## src/rtl/txp_pkg.sv

```systemverilog
package txp_pkg;

    // Framer phase: idle, preamble, delimiter, payload
    typedef enum logic [1:0] {
        TXP_IDLE = 2'd0,
        TXP_PRE  = 2'd1,
        TXP_SFD  = 2'd2,
        TXP_PAY  = 2'd3
    } txp_state_e;

endpackage

```

## src/rtl/txp_prbs.sv

```systemverilog
// Fibonacci pattern source: output is the top stage, feedback is top ^ tap.
module txp_prbs #(
    parameter int          WIDTH = 20,
    parameter int          TAP   = 17,
    parameter logic [19:0] SEED  = 20'h5A5A5
) (
    input  logic clk,
    input  logic rst_n,
    input  logic seed_i,
    input  logic adv_i,
    output logic bit_o
);
    localparam logic [WIDTH-1:0] SEED_W = WIDTH'(SEED);

    logic [WIDTH-1:0] lfsr_q, lfsr_d;

    always_comb begin
        lfsr_d = lfsr_q;
        if (seed_i) begin
            lfsr_d = SEED_W;
        end else if (adv_i) begin
            lfsr_d = {lfsr_q[WIDTH-2:0], lfsr_q[WIDTH-1] ^ lfsr_q[TAP-1]};
        end
    end

    always_ff @(posedge clk or negedge rst_n) begin
        if (!rst_n) lfsr_q <= SEED_W;
        else        lfsr_q <= lfsr_d;
    end

    assign bit_o = lfsr_q[WIDTH-1];

endmodule

```

## src/rtl/txp_byte_buf.sv

```systemverilog
// One-byte holding register, shifted out LSB first, refilled on the strobe
// that takes its last bit.
module txp_byte_buf #(
    parameter int BYTE_W = 8
) (
    input  logic              clk,
    input  logic              rst_n,
    input  logic              enable_i,
    input  logic              take_i,
    input  logic [BYTE_W-1:0] byte_data_i,
    input  logic              byte_valid_i,
    output logic              byte_ready_o,
    output logic              avail_o,
    output logic              bit_o
);
    localparam int LW = $clog2(BYTE_W + 1);

    typedef struct packed {
        logic [BYTE_W-1:0] sh;
        logic [LW-1:0]     left;
    } buf_t;

    buf_t r_q, r_d;
    logic last_out;
    logic load;

    assign avail_o      = (r_q.left != '0);
    assign bit_o        = r_q.sh[0];
    assign last_out     = take_i && (r_q.left == LW'(1));
    assign byte_ready_o = enable_i && ((r_q.left == '0) || last_out);
    assign load         = byte_ready_o && byte_valid_i;

    always_comb begin
        r_d = r_q;
        if (take_i && avail_o) begin
            r_d.sh   = r_q.sh >> 1;
            r_d.left = r_q.left - LW'(1);
        end
        if (load) begin
            r_d.sh   = byte_data_i;
            r_d.left = LW'(BYTE_W);
        end
    end

    always_ff @(posedge clk or negedge rst_n) begin
        if (!rst_n) r_q <= '0;
        else        r_q <= r_d;
    end

endmodule

```

## src/rtl/txp_nrzi.sv

```systemverilog
// Line register: a 1 inverts the level, a 0 keeps it.
module txp_nrzi (
    input  logic clk,
    input  logic rst_n,
    input  logic emit_i,
    input  logic bit_i,
    output logic line_o
);
    logic line_q, line_d;

    always_comb begin
        line_d = line_q;
        if (emit_i) line_d = line_q ^ bit_i;
    end

    always_ff @(posedge clk or negedge rst_n) begin
        if (!rst_n) line_q <= 1'b0;
        else        line_q <= line_d;
    end

    assign line_o = line_q;

endmodule

```

## src/rtl/txp_framer.sv

```systemverilog
// Packet sequencer: preamble, delimiter, payload with zero-run stuffing.
module txp_framer
    import txp_pkg::*;
#(
    parameter int                  PRE_BITS      = 16,
    parameter int                  SFD_BITS      = 4,
    parameter logic [SFD_BITS-1:0] SFD_CODE      = 4'b1011,
    parameter int                  PAYLOAD_BYTES = 1000,
    parameter int                  STUFF_RUN     = 4
) (
    input  logic clk,
    input  logic rst_n,
    input  logic bit_stb,
    input  logic tx_run,
    input  logic use_prbs,
    input  logic src_avail_i,
    input  logic src_bit_i,
    output logic emit_o,
    output logic bit_o,
    output logic stuff_o,
    output logic take_o,
    output logic seed_o,
    output logic mode_o,
    output logic active_o,
    output logic done_o
);
    localparam int PAY_BITS = PAYLOAD_BYTES * 8;
    localparam int MAX_CNT  = (PAY_BITS > PRE_BITS) ? PAY_BITS : PRE_BITS;
    localparam int CNT_W    = $clog2(MAX_CNT) + 1;
    localparam int ZW       = $clog2(STUFF_RUN + 1);

    typedef struct packed {
        txp_state_e     state;
        logic [CNT_W-1:0] cnt;
        logic [ZW-1:0]  zeros;
        logic           mode;
        logic           done;
    } fr_t;

    fr_t r_q, r_d;
    logic [SFD_BITS-1:0] sfd_win;
    logic pre_last, sfd_last, pay_last, stuff_due;

    assign pre_last  = (r_q.cnt == CNT_W'(PRE_BITS - 1));
    assign sfd_last  = (r_q.cnt == CNT_W'(SFD_BITS - 1));
    assign pay_last  = (r_q.cnt == CNT_W'(PAY_BITS - 1));
    assign stuff_due = (r_q.zeros == ZW'(STUFF_RUN));

    always_comb begin
        r_d      = r_q;
        r_d.done = 1'b0;
        emit_o   = 1'b0;
        bit_o    = 1'b0;
        stuff_o  = 1'b0;
        take_o   = 1'b0;
        seed_o   = 1'b0;
        sfd_win  = SFD_CODE << r_q.cnt;
        unique case (r_q.state)
            TXP_IDLE: begin
                if (tx_run) begin
                    r_d.state = TXP_PRE;
                    r_d.cnt   = '0;
                    r_d.mode  = use_prbs;
                    seed_o    = 1'b1;
                end
            end
            TXP_PRE: begin
                if (bit_stb) begin
                    emit_o = 1'b1;
                    bit_o  = ~r_q.cnt[0];
                    if (pre_last) begin
                        r_d.state = TXP_SFD;
                        r_d.cnt   = '0;
                    end else begin
                        r_d.cnt = r_q.cnt + CNT_W'(1);
                    end
                end
            end
            TXP_SFD: begin
                if (bit_stb) begin
                    emit_o = 1'b1;
                    bit_o  = sfd_win[SFD_BITS-1];
                    if (sfd_last) begin
                        r_d.state = TXP_PAY;
                        r_d.cnt   = '0;
                        r_d.zeros = '0;
                    end else begin
                        r_d.cnt = r_q.cnt + CNT_W'(1);
                    end
                end
            end
            TXP_PAY: begin
                if (bit_stb) begin
                    if (stuff_due) begin
                        emit_o    = 1'b1;
                        bit_o     = 1'b1;
                        stuff_o   = 1'b1;
                        r_d.zeros = '0;
                    end else if (src_avail_i) begin
                        emit_o    = 1'b1;
                        take_o    = 1'b1;
                        bit_o     = src_bit_i;
                        r_d.zeros = src_bit_i ? '0 : (r_q.zeros + ZW'(1));
                        if (pay_last) begin
                            r_d.done = 1'b1;
                            r_d.cnt  = '0;
                            if (tx_run) begin
                                r_d.state = TXP_PRE;
                                r_d.mode  = use_prbs;
                                seed_o    = 1'b1;
                            end else begin
                                r_d.state = TXP_IDLE;
                            end
                        end else begin
                            r_d.cnt = r_q.cnt + CNT_W'(1);
                        end
                    end
                end
            end
            default: r_d.state = TXP_IDLE;
        endcase
    end

    always_ff @(posedge clk or negedge rst_n) begin
        if (!rst_n) begin
            r_q.state <= TXP_IDLE;
            r_q.cnt   <= '0;
            r_q.zeros <= '0;
            r_q.mode  <= 1'b0;
            r_q.done  <= 1'b0;
        end else begin
            r_q <= r_d;
        end
    end

    assign mode_o   = r_q.mode;
    assign active_o = (r_q.state != TXP_IDLE);
    assign done_o   = r_q.done;

endmodule

```

## src/rtl/snrz_pkt_tx.sv

```systemverilog
module snrz_pkt_tx #(
    parameter int          PAYLOAD_BYTES = 1000,
    parameter int          PRE_BITS      = 16,
    parameter int          STUFF_RUN     = 4,
    parameter int          PRBS_W        = 20,
    parameter int          PRBS_TAP      = 17,
    parameter logic [19:0] PRBS_SEED     = 20'h5A5A5,
    parameter int          BYTE_W        = 8
) (
    input  logic              clk,
    input  logic              rst_n,
    input  logic              bit_stb,
    input  logic              tx_run,
    input  logic              use_prbs,
    input  logic [BYTE_W-1:0] byte_data,
    input  logic              byte_valid,
    output logic              byte_ready,
    output logic              line_out,
    output logic              pkt_done
);
    logic emit, tx_bit, stuff, take, seed, mode_q, active;
    logic buf_avail, buf_bit, prbs_bit;
    logic src_avail, src_bit;

    assign src_avail = mode_q ? 1'b1 : buf_avail;
    assign src_bit   = mode_q ? prbs_bit : buf_bit;

    txp_framer #(
        .PRE_BITS      (PRE_BITS),
        .SFD_BITS      (4),
        .SFD_CODE      (4'b1011),
        .PAYLOAD_BYTES (PAYLOAD_BYTES),
        .STUFF_RUN     (STUFF_RUN)
    ) i_framer (
        .clk         (clk),
        .rst_n       (rst_n),
        .bit_stb     (bit_stb),
        .tx_run      (tx_run),
        .use_prbs    (use_prbs),
        .src_avail_i (src_avail),
        .src_bit_i   (src_bit),
        .emit_o      (emit),
        .bit_o       (tx_bit),
        .stuff_o     (stuff),
        .take_o      (take),
        .seed_o      (seed),
        .mode_o      (mode_q),
        .active_o    (active),
        .done_o      (pkt_done)
    );

    txp_byte_buf #(.BYTE_W(BYTE_W)) i_buf (
        .clk          (clk),
        .rst_n        (rst_n),
        .enable_i     (active && !mode_q),
        .take_i       (take && !mode_q),
        .byte_data_i  (byte_data),
        .byte_valid_i (byte_valid),
        .byte_ready_o (byte_ready),
        .avail_o      (buf_avail),
        .bit_o        (buf_bit)
    );

    txp_prbs #(.WIDTH(PRBS_W), .TAP(PRBS_TAP), .SEED(PRBS_SEED)) i_prbs (
        .clk    (clk),
        .rst_n  (rst_n),
        .seed_i (seed),
        .adv_i  (take && mode_q),
        .bit_o  (prbs_bit)
    );

    txp_nrzi i_nrzi (
        .clk    (clk),
        .rst_n  (rst_n),
        .emit_i (emit),
        .bit_i  (tx_bit),
        .line_o (line_out)
    );

endmodule

```

## config.mk

```make
export PLATFORM = sky130hd
export DESIGN_NAME = snrz_pkt_tx
export DESIGN_NICKNAME = d
export VERILOG_FILES = /design/src/rtl/txp_pkg.sv /design/src/rtl/txp_prbs.sv /design/src/rtl/txp_byte_buf.sv /design/src/rtl/txp_nrzi.sv /design/src/rtl/txp_framer.sv /design/src/rtl/snrz_pkt_tx.sv
export SDC_FILE = /design/constraint.sdc
export NUM_CORES = 1
export LEC_CHECK = 0
export BUFFER_PORTS_ARGS = -buffer_cell sky130_fd_sc_hd__buf_2
export CORE_MARGIN = 2
export CORE_UTILIZATION = 35
export DETAILED_ROUTE_END_ITERATION = 8
export PLACE_DENSITY = 0.53
export SYNTH_ARGS = -nofsm -noshare
export SYNTH_HDL_FRONTEND = slang
export SYNTH_SLANG_ARGS = --single-unit
```

## constraint.sdc

```tcl
create_clock -name clk -period 2.6 [get_ports clk]
set_clock_uncertainty 0.2 [all_clocks]
set_input_delay 0.52 -clock clk [delete_from_list [all_inputs] [get_ports clk]]
set_output_delay 0.52 -clock clk [all_outputs]
set_load 0.005 [all_outputs]
```

Word level (Yosys, flattened, before mapping)
Index checks and enable logic that the tools add are counted.
{"block": "classes", "reduce_logical": 22, "n_mux": 49, "shifts": 1, "eq_ne": 18, "bitwise": 3, "n_addsub": 3}
{"operator": "one-hot mux 16 bit (4 select lines)", "count": 1}
{"operator": "2-to-1 mux 16 bit", "count": 3}
{"operator": "2-to-1 mux 14 bit", "count": 3}
{"operator": "2-to-1 mux 21 bit", "count": 2}
{"operator": "2-to-1 mux 20 bit", "count": 2}
{"operator": "2-to-1 mux 12 bit", "count": 2}
{"operator": "2-to-1 mux 1 bit", "count": 22}
{"operator": "2-to-1 mux 19 bit", "count": 1}
{"operator": "adder 14 x 1 -> 14 bit, second input constant", "count": 1}
{"operator": "equality test 14 x 13 -> 1 bit, second input constant", "count": 1}
{"operator": "equality test 14 x 2 -> 1 bit, second input constant", "count": 1}
{"operator": "equality test 14 x 4 -> 1 bit, second input constant", "count": 1}
{"operator": "<< shifter 4 x 14 -> 4 bit, first input constant", "count": 1}
{"operator": "2-to-1 mux 2 bit", "count": 5}
{"operator": "!= test 2 bit, second input constant", "count": 5}
{"operator": "AND reduction 5 bit", "count": 2}
{"operator": "nonzero test 2 bit", "count": 5}
{"operator": "2-to-1 mux 3 bit", "count": 3}
{"operator": "AND reduction 9 bit", "count": 1}
{"operator": "!= test 2 x 1 -> 1 bit, second input constant", "count": 4}
{"operator": "logical AND 1 bit", "count": 7}
{"operator": "one-hot mux 1 bit (2 select lines)", "count": 3}
{"operator": "one-hot mux 3 bit (2 select lines)", "count": 1}
{"operator": "AND reduction 6 bit", "count": 1}
{"operator": "16 further kinds", "count": 18}
{"block": "totals", "word_cells": 105, "output_inout_bits": 3, "register_bits": 54}

Depth between registers and ports, before layout
Gate-level depths: netlist (run 1).
{"block": "depth", "depth_word": 12, "ltp_mapped": 9}

Modules after synthesis
A second synthesis (run 1) with hierarchy kept.
{"block": "hier_totals", "hier_cells": 337, "hier_area_um2": 3156.8}
{"module": "txp_framer", "seq_area_each_um2": 525.5, "n_inst": 1, "cells_each": 189, "area_per_inst_um2": 1554.0}
{"module": "txp_prbs", "seq_area_each_um2": 513.0, "n_inst": 1, "cells_each": 66, "area_per_inst_um2": 842.1}
{"module": "txp_byte_buf", "seq_area_each_um2": 300.3, "n_inst": 1, "cells_each": 74, "area_per_inst_um2": 676.9}
{"module": "snrz_pkt_tx", "seq_area_each_um2": 0.0, "n_inst": 1, "cells_each": 5, "area_per_inst_um2": 46.3}
{"module": "txp_nrzi", "seq_area_each_um2": 25.0, "n_inst": 1, "cells_each": 3, "area_per_inst_um2": 37.5}

Least setup slack after synthesis (run 1)
No wires, ideal clock.
{"block": "synth_path", "path_kind": "register -> register", "start": "register i_buf.r_q[0] in the netlist's numbering", "end": "register i_framer.r_q[11] in the netlist's numbering", "slack_ns": 0.369, "setup_time_ns": 0.125, "path_stages_with_launch": 9, "t_required_ns": 2.275, "period_less_slack_ns": 2.231, "t_arrival_ns": 1.906, "path_buffers": 1, "path_cell_list": "dfrtp_1 inv_1 ha_1 nor4b_1 nor3_1 a221oi_4 buf_6 nor3_1 mux2_2"}
{"block": "synth_via", "elab_chain_len": 4}
{"item": "from (decl)", "line_no": "txp_byte_buf.sv:23", "rtl": "buf_t r_q, r_d;"}
{"item": "from (signal assigned)", "line_no": "txp_byte_buf.sv:47", "rtl": "else r_q <= r_d;"}
{"item": "nonzero test 4 bit", "line_no": "txp_byte_buf.sv:27", "rtl": "assign avail_o = (r_q.left != '0);"}
{"item": "2-to-1 mux 1 bit", "line_no": "snrz_pkt_tx.sv:25", "rtl": "assign src_avail = mode_q ? 1'b1 : buf_avail;"}
{"item": "!= test 2 x 1 -> 1 bit (no source line)"}
{"item": "AND reduction 6 bit (no source line)"}
{"item": "to (signal assigned)", "line_no": "txp_framer.sv:132", "rtl": "r_q <= r_d;"}
{"item": "to (decl)", "line_no": "txp_framer.sv:40", "rtl": "fr_t r_q, r_d;"}
Every way passes these cells.
A chain may end at the register's enable or synchronous reset.

Worst setup path in the final report (run 1)
{"block": "layout_path", "start": "register i_framer.r_q[20] in the netlist's numbering", "end": "output port byte_ready"}
{"block": "layout_via", "elab_chain_len": 6, "elab_cells_between_ends": 8, "cone_classes": "eq/ne (1); mux (1); reduce/logical (6)"}
{"item": "equality test 2 bit", "line_no": "txp_framer.sv:58", "rtl": "unique case (r_q.state)"}
{"item": "2-to-1 mux 1 bit", "line_no": "txp_framer.sv:58"}
{"item": "logical AND 1 bit", "line_no": "snrz_pkt_tx.sv:56", "rtl": ".take_i (take && !mode_q),"}
{"item": "logical AND 1 bit", "line_no": "txp_byte_buf.sv:29", "rtl": "assign last_out = take_i && (r_q.left == LW'(1));"}
{"item": "logical OR 1 bit", "line_no": "txp_byte_buf.sv:30", "rtl": "assign byte_ready_o = enable_i && ((r_q.left == '0) || last_out);"}
{"item": "logical AND 1 bit *", "line_no": "txp_byte_buf.sv:30"}
{"item": "to (decl)", "line_no": "snrz_pkt_tx.sv:17", "rtl": "output logic byte_ready,"}
Every way passes the cells marked *; elsewhere a longest branch is shown, timed or not.

==> results of run 1 <==
sequential cells by signal, summed over array words and instances (netlist names):
name / count
i_prbs.lfsr_q: 20
i_framer.r_q: 19
i_buf.r_q: 11
i_buf.bit_o: 1
i_framer.done_o: 1
i_framer.mode_o: 1
i_nrzi.line_o: 1
power groups by stage:
stage	logic, mW	clock network (mW)	registers [mW]
after floorplan	1.11	0	1.31
after global placement	1.46	0	1.35
after detailed placement	1.49	0	1.35
after CTS	1.50	0.496	1.35
after global routing	1.72	0.536	1.39
final	1.52	0.480	1.34
metal layers:
metal / global-route usage / share of wire / vias to the layer above
met5: 0 / 0 / -
met4: 0.0321 / 0.0077 / 0
met1: 0.211 / 0.51 / 1149
li1: - / - / 1173
met3: 0.0282 / 0.035 / 4
met2: 0.237 / 0.45 / 35
placed cells by master (no fill, tap or decap), drive strengths merged, types with 6 or more instances in the layout:
master	instances
dfrtp	44
nor2b	6
inv	11
nor3	12
nor2	13
ha	9
mux2i	8
a21oi	14
a22o	10
o21ai	29
nand2	63
clkbuf	6
dfstp	10
buf	32
nand3	15
through the flow:
| stage | cell area (µm²) | std cells |
|---|---|---|
| 6_report | 3340 | 447 |
| 5_1_grt | 3340 | 447 |
| 4_1_cts | 3320 | 445 |
| 3_5_place_dp | 3220 | 437 |
| 3_3_place_gp | 3220 | 437 |
| 2_1_floorplan | 2960 | 317 |
worst paths after layout:
kind | from | endpoint | slack [ns] | depth (start not counted)
worst max-delay path | i_framer.r_q[20] | byte_ready | 0.13 | 6
worst min-delay path | rst_n | i_framer.r_q[20] | 0.003 | 1
worst max register to register | i_buf.r_q[0] | i_prbs.lfsr_q[0] | 0.24 | 7
worst min register to register | i_nrzi.line_o | i_nrzi.line_o | 0.28 | 1
max in group asynchronous | rst_n | i_prbs.lfsr_q[2] | 1.55 | 2
min in group clk | byte_data[7] | i_buf.r_q[11] | 0.21 | 3
cell type report:
class	count	area, µm²
timing repair buffer	32	213
fill	823	4870
clock inverter	2	13.8
clock buffer	6	72.6
sequential	54	1370
inverter	12	45.0
multi-input combinational	236	1500
tap	105	131
kinds of logic after synthesis:
family	Yosys count	share of synthesized area
flops	54	0.461
buf+inv	27	0.0381
xor+xnor	5	0.0148
compound gates	73	0.167
mux	12	0.0423
simple gates	137	0.238
fa+ha+maj	9	0.0381
repair_timing:
action                                  4_1_cts  5_1_grt
resized for setup                             2        3
hold endpoints to repair                      0        0
buffers inserted                              0        2
endpoints found under the setup margin        1       12
==> metrics.yaml, run 1 <==
route:
  first_iter_violations: 58
  drcViolationCount: 0
  drtAntennaViolNets: 0
  routed_wirelength_um: 6270
  viasPerCell: 5.28
  vias: 2361
  routedWlPerCell_um: 14.0
  drtPass1Iterations: 4
setup_path:
  path_delay_family: "flip-flops"
  cp.required_ns: 1.88
  cp_max_fo: 9
  slowest_stage: "dfrtp_2"
  path_cells: "ha_4 > a21boi_2 > buf_4 > a31oi_2 > nor3_1 > buf_2"
  cp-end-kind: "output pin"
  arrival_ns: 1.75
  critPathMaxStageDelay_ns: 0.46
  worst-path-buf-inv: 2
  start_kind: "register"
  critical_path_class: "register to output pin"
yosys:
  synthArstFlopShare: 1.00
  syn_inst: 317
  syn_area_um2: 2960
  synth_cell_type_count: 56
  yosysTopAreaCellShare: 0.372
  synth-edff-count: 0
  synth-main-ff-cell: "dfrtp_1"
  yosysMostFrequentCell: "nand2_1"
  ys_seq_elements: 54
  netlist_top_cells_count: "nand2_1 (63), dfrtp_1 (44), o21ai_1 (22)"
  synth_area_leaders: "dfrtp_1 (37%), dfstp_2 (8.9%), nand2_1 (8.0%)"
  yosys.area.top_type: "dfrtp_1"
  syn_nets: 340
  seq_area_frac_synth: 0.461
  ys_warn_count: 0
  synth_area_per_cell_um2: 9.33
floorplanning:
  ioPinCount: 17
  start_util: 0.360
  die_w_um: 95.9
  die_area_um2: 9200
  die_h_um: 95.9
  rows: 33
  core-area_um2: 8220
clock_network:
  cts_max_level: 2
  clkTransAtPathRegs_ns: 0.10
  cts_sinks: 54
  numCtsBuffers: 5
  hold_buffers: 0
  clock_latency_ns: 0.31
  cts_tree: "done"
  clk_root_buffer_cell: "clkbuf_8"
  cts.path.max_buffers: 2
pwr:
  switchingPower_mw: 1.33
  peakVddDrop_v: 0.000367
  intPower_mw: 2.01
  powerDensity_nw_per_um2: 1000
  seq_power_share: 0.402
  p_comb_frac: 0.455
  p_leak_nw: 1.50
  finalPower_mw: 3.34
  switching_share: 0.398
  p_clk_frac: 0.143
timing:
  slew_violations: 0
  worstMarginPinSlew_ns: 0.604
  relSlewSlack: 0.597
  finalSetupViolCount: 0
  hold_viol: 0
  fmax_ghz: 0.405
  rsz0062_at_grt: "no"
  finalCritPeriodShare: 0.950
  fin_ws_ns: 0.129
  hold_slack_ns: 0.00318
  period_needed_ns: 2.47
  tns_ns: 0
flow_run:
  drv_cap: 0
layout:
  post_route_cells_drive_above_1_share: 0.190
  fin_util: 0.407
  layout.nets: 364
  area_growth_pct: 13.0
  num_antenna_cells: 0
run_status:
  status: "completed"
grt:
  grt_max_degree: 30
  grt_pass1_wl_um: 11000
  grt_overflow: 0
  track_usage: 0.149
  grt_antenna_before_repair: 0
  grt_pass1_vias: 2286
min_path:
  hold_class: "input port to asynchronous set/reset pin"
placed_design:
  gp_congestion: 0.800
  pre_cts_slack_ns: 0.0919
  io_buffers: 16
  dpl.hpwl_um: 4360
Power figures use the tool's default switching activity.
==> inputs of run 2 (changes only) <==
--- a/config.mk
+++ b/config.mk
@@ -9,7 +9,7 @@
 export CORE_MARGIN = 2
 export CORE_UTILIZATION = 35
 export DETAILED_ROUTE_END_ITERATION = 8
-export PLACE_DENSITY = 0.53
+export PLACE_DENSITY = 0.49
 export SYNTH_ARGS = -nofsm -noshare
 export SYNTH_HDL_FRONTEND = slang
 export SYNTH_SLANG_ARGS = --single-unit
==> run 2 against run 1 <==
  * Sequential cell count unchanged
  * Sequential share of layout area decreased by 0.13 points
  * First-iteration DRC count is 14% higher
  * Wire length is 0.72% higher
  * Die area did not move
  * Utilization increased by 0.091 points
==> metrics.yaml, run 2 (synthesis gave the netlist of run 1 again) <==
run_status:
  status: "completed"
setup_path:
  cp.depth: 6
  cp-end-kind: "output pin"
  slowest_stage: "dfrtp_1"
  crit_path_start: "i_framer.r_q[20]"
  critical_path_class: "register to output pin"
  rr_worst_depth: 7
  critPathMaxStageDelay_ns: 0.47
  arrival_ns: 1.79
  worst-path-buf-inv: 2
  path_cells: "ha_4 > a21boi_2 > buf_4 > a31oi_2 > nor3_1 > buf_2"
  cp_max_fo: 9
  cp.required_ns: 1.88
  r2r_end: "i_framer.r_q[17]"
  start_kind: "register"
  reg2reg_slack_ns: 0.18
  endpoint: "byte_ready"
  r2r-start: "i_framer.r_q[6]"
  path_delay_family: "flip-flops"
clock_network:
  clkTransAtPathRegs_ns: 0.10
  cts_max_level: 2
  cts_sinks: 54
  cts_tree: "done"
  clock_latency_ns: 0.31
  numCtsBuffers: 5
  cts.path.max_buffers: 2
  clk_root_buffer_cell: "clkbuf_8"
pwr:
  powerDensity_nw_per_um2: 991
  p_leak_nw: 1.50
  peakVddDrop_v: 0.000388
layout:
  layout.nets: 363
  area_growth_pct: 13.3
  top_regs: "i_prbs.lfsr_q (20), i_framer.r_q (19), i_buf.r_q (11)"
  largest_register: "i_prbs.lfsr_q"
  post_route_cells_drive_above_1_share: 0.188
  num_antenna_cells: 0
  fin_util: 0.408
  layout_common_cells: "nand2_1 (63), dfrtp_1 (44), o21ai_1 (22), buf_2 (16), nand3_1 (15)"
  largest_reg_flops: 20
  instances_no_fill: 446
  postLayoutCellArea_um2: 3350
  final_common_cell: "nand2_1"
floorplanning:
  die_h_um: 95.9
  rows: 33
  die_area_um2: 9200
  core-area_um2: 8220
  ioPinCount: 17
  die_w_um: 95.9
  start_util: 0.360
timing:
  period_needed_ns: 2.51
  fmax_ghz: 0.399
  hold_viol: 0
  slew_violations: 0
  hold_slack_ns: 0.217
  worstMarginPinSlew_ns: 0.485
  finalSetupViolCount: 0
  tns_ns: 0
  relSlewSlack: 0.677
  finalCritPeriodShare: 0.965
route:
  drcViolationCount: 0
  vias: 2311
  routed_wirelength_um: 6310
  first_iter_violations: 66
  drtPass1Iterations: 4
  drtAntennaViolNets: 0
  viasPerCell: 5.18
  routedWlPerCell_um: 14.2
placed_design:
  gp_congestion: 0.863
  dpl.hpwl_um: 4410
  io_buffers: 16
  dpl-instance-area_um2: 3210
  placedCellCount: 436
grt:
  grt_pass1_vias: 2284
  track_usage: 0.152
  grt_max_degree: 37
  grt_pass1_wl_um: 11100
  grt_antenna_before_repair: 0
  grt_overflow: 0
flow_run:
  drv_cap: 0
min_path:
  hold_class: "input port to register"
==> run 2: cell count changes in the layout (fill, tap and decap cells not counted), sizes merged <==
cell,change
dlygate4sd3,+1
buf,-2
==> run 2: area by class of cell <==
class,count,area (µm²)
timing repair buffer,31,211
clock inverter,2,13.8
clock buffer,6,72.6
fill,813,4870
multi-input combinational,236,1510
tap,105,131
inverter,12,45.0
sequential,54,1360
==> run 2: worst register-to-register path, cell delays in order (launching register included) <==
cell and delay, ns:
dfrtp_1 0.42, ha_1 0.23, and4_1 0.26, nand4_1 0.26, a221oi_4 0.39, buf_6 0.21
o21ai_0 0.10, a22o_1 0.24
==> run 2: worst min-delay path by stage <==
| stage | slack, ns | from | cells after the start | endpoint |
|---|---|---|---|---|
| CTS | 0.21 | byte_data[7] | 3 | i_buf.r_q[11] |
| floorplan | 0.02 | rst_n | 0 | i_buf.bit_o |
| global route | 0.21 | byte_data[2] | 3 | i_buf.r_q[6] |
| finish | 0.22 | byte_data[7] | 3 | i_buf.r_q[11] |
| global placement | 0.26 | i_nrzi.line_o | 1 | i_nrzi.line_o |
| detailed placement | 0.27 | i_nrzi.line_o | 1 | i_nrzi.line_o |
==> run 2: repair_timing <==
action                                 in CTS  in global routing
gates cloned                                0                  0
hold buffers                                1                  0
pin swaps                                   0                  0
endpoints found under the hold margin      18                  0
gates resized for setup                     2                  5
setup endpoints to repair                   1                 12
buffers inserted                            0                  1
==> run 2: power breakdown <==
group | internal [mW] | total, mW | switching (mW)
Sequential | 1.16 | 1.35 | 0.198
Clock | 0.191 | 0.470 | 0.279
Combinational | 0.644 | 1.49 | 0.851
==> run 2: per-stage QoR <==
stage | setup slack (ns) | power (mW)
floorplan | 0.369 | 2.42
global placement | 0.107 | 2.78
detailed placement | 0.0709 | 2.80
CTS | 0.0159 | 3.30
global route | -0.0121 | 3.64
finish | 0.0918 | 3.32
==> run 2: routing by layer <==
metal | GRT usage | wire length (µm)
met1 | 0.221 | 3250
met2 | 0.233 | 2760
met3 | 0.0266 | 186
met4 | 0.0429 | 107
met5 | 0 | 0
==> inputs of run 3 (changes only) <==
--- a/config.mk
+++ b/config.mk
@@ -7,9 +7,9 @@
 export LEC_CHECK = 0
 export BUFFER_PORTS_ARGS = -buffer_cell sky130_fd_sc_hd__buf_2
 export CORE_MARGIN = 2
-export CORE_UTILIZATION = 35
+export CORE_UTILIZATION = 40
 export DETAILED_ROUTE_END_ITERATION = 8
-export PLACE_DENSITY = 0.49
+export PLACE_DENSITY = 0.54
 export SYNTH_ARGS = -nofsm -noshare
 export SYNTH_HDL_FRONTEND = slang
 export SYNTH_SLANG_ARGS = --single-unit
==> run 3 against run 2 <==
  * Clock power grew 27%
  * Critical path depth stayed put
  * Wire length is 0.35% lower
  * Register-to-register slack worse by 0.03 ns
  * Combinational power hardly changed
  * Cell count fell by 2.0%
  * Sequential cell count stayed put
  * Sequential power is essentially flat
  * Worst hold slack got worse by 0.21 ns
  * Via count is 0.30% higher
  * Non-clock buffer count shrank 3
==> metrics.yaml, run 3 (synthesis gave the netlist of run 1 again) <==
run_status:
  status: "completed"
placed_design:
  placedCellCount: 429
  gp_congestion: 0.825
  io_buffers: 16
  dpl.hpwl_um: 4320
  pre_cts_slack_ns: 0.0863
clock_network:
  clock_latency_ns: 0.31
  cts_tree: "done"
  numCtsBuffers: 5
  clkTransAtPathRegs_ns: 0.10
  cts-resized-gates: 2
  clk_root_buffer_cell: "clkbuf_8"
  cts_max_level: 2
  hold_buffers: 0
  cts_sinks: 54
  cts.path.max_buffers: 2
  post_cts_buffers: 0
route:
  drcViolationCount: 0
  routed_wirelength_um: 6290
  drtAntennaViolNets: 0
  first_iter_violations: 110
  drtPass1Iterations: 4
  viasPerCell: 5.30
  vias: 2318
  routedWlPerCell_um: 14.4
layout:
  largest_reg_flops: 20
  fill_cells: 705
  final_common_cell: "nand2_1"
  layout.nets: 360
  post_route_cells_drive_above_1_share: 0.183
  largest_register: "i_prbs.lfsr_q"
  area_growth_pct: 13.0
  instances_no_fill: 437
  layout_common_cells: "nand2_1 (63), dfrtp_1 (44), o21ai_1 (22), buf_2 (16), nand3_1 (15)"
  num_antenna_cells: 0
  top_regs: "i_prbs.lfsr_q (20), i_framer.r_q (19), i_buf.r_q (11)"
setup_path:
  cp-end-kind: "output pin"
  start_kind: "register"
  critical_path_class: "register to output pin"
  cp.required_ns: 1.88
  cp_max_fo: 7
  arrival_ns: 1.79
timing:
  hold_slack_ns: 0.0109
  worstMarginPinSlew_ns: 0.619
  fin_ws_ns: 0.0904
  relSlewSlack: 0.587
  hold_viol: 0
  tns_ns: 0
  slew_violations: 0
  finalCritPeriodShare: 0.965
  fmax_ghz: 0.398
  period_needed_ns: 2.51
  finalSetupViolCount: 0
  rsz0062_at_grt: "no"
grt:
  grt_pass1_vias: 2170
  track_usage: 0.162
  grt_overflow: 0
  grt_antenna_before_repair: 0
  grt_max_degree: 30
  grt_pass1_wl_um: 10800
floorplanning:
  start_util: 0.410
  core-area_um2: 7210
  die_w_um: 90.0
  die_h_um: 90.0
  die_area_um2: 8100
  rows: 31
  ioPinCount: 17
flow_run:
  drv_cap: 0
min_path:
  hold_class: "input port to asynchronous set/reset pin"
pwr:
  powerDensity_nw_per_um2: 1020
  peakVddDrop_v: 0.000503
  p_leak_nw: 1.50
run 3: per-layer routing:
layer,track usage,vias to the layer above,part of all wire
met5,0,-,0
met4,0.0513,0,0.012
met3,0.0285,7,0.032
met2,0.242,33,0.45
met1,0.239,1114,0.51
li1,-,1164,-
run 3: final timing paths:
path                                  start                to  slack (ns)  cells after the start
max reg2reg                i_framer.r_q[16]  i_framer.r_q[16]        0.15                      6
min reg2reg                   i_nrzi.line_o     i_nrzi.line_o        0.28                      1
max                        i_framer.r_q[20]        byte_ready        0.09                      6
min in group clk               byte_data[5]      i_buf.r_q[9]        0.21                      3
min                                   rst_n   i_framer.r_q[4]        0.01                      1
max in group asynchronous             rst_n  i_prbs.lfsr_q[7]        1.54                      2
run 3: cell type report:
cell class	instances	area, µm²	area share
clock buffers	5	68.8	0.0206
multi-input cells	236	1510	0.451
well taps	99	124	0.0371
inverters	12	45.0	0.0135
clock inverters	3	48.8	0.0146
repair buffers	28	183	0.0547
flip-flops and latches	54	1360	0.408
run 3: stage by stage:
stage / area (µm²) / util / total power, mW
global route: 3340 / 0.463 / 3.71
CTS: 3320 / 0.460 / 3.42
global placement: 3200 / 0.443 / 2.78
detailed placement: 3200 / 0.443 / 2.80
floorplan: 2960 / - / 2.42
finish: 3340 / 0.463 / 3.42
run 3: report_power, final:
group | internal (mW) | switching (mW) | leakage, nW
clock | 0.294 | 0.302 | 0.0563
combinational | 0.623 | 0.851 | 0.752
sequential | 1.16 | 0.198 | 0.687
run 3: worst max-delay path: stages, from the launching register on:
cell      delay [ns]
dfrtp_1         0.47
ha_4            0.22
a21boi_2        0.16
buf_4           0.16
a31oi_2         0.27
nor3_1          0.08
buf_2           0.13
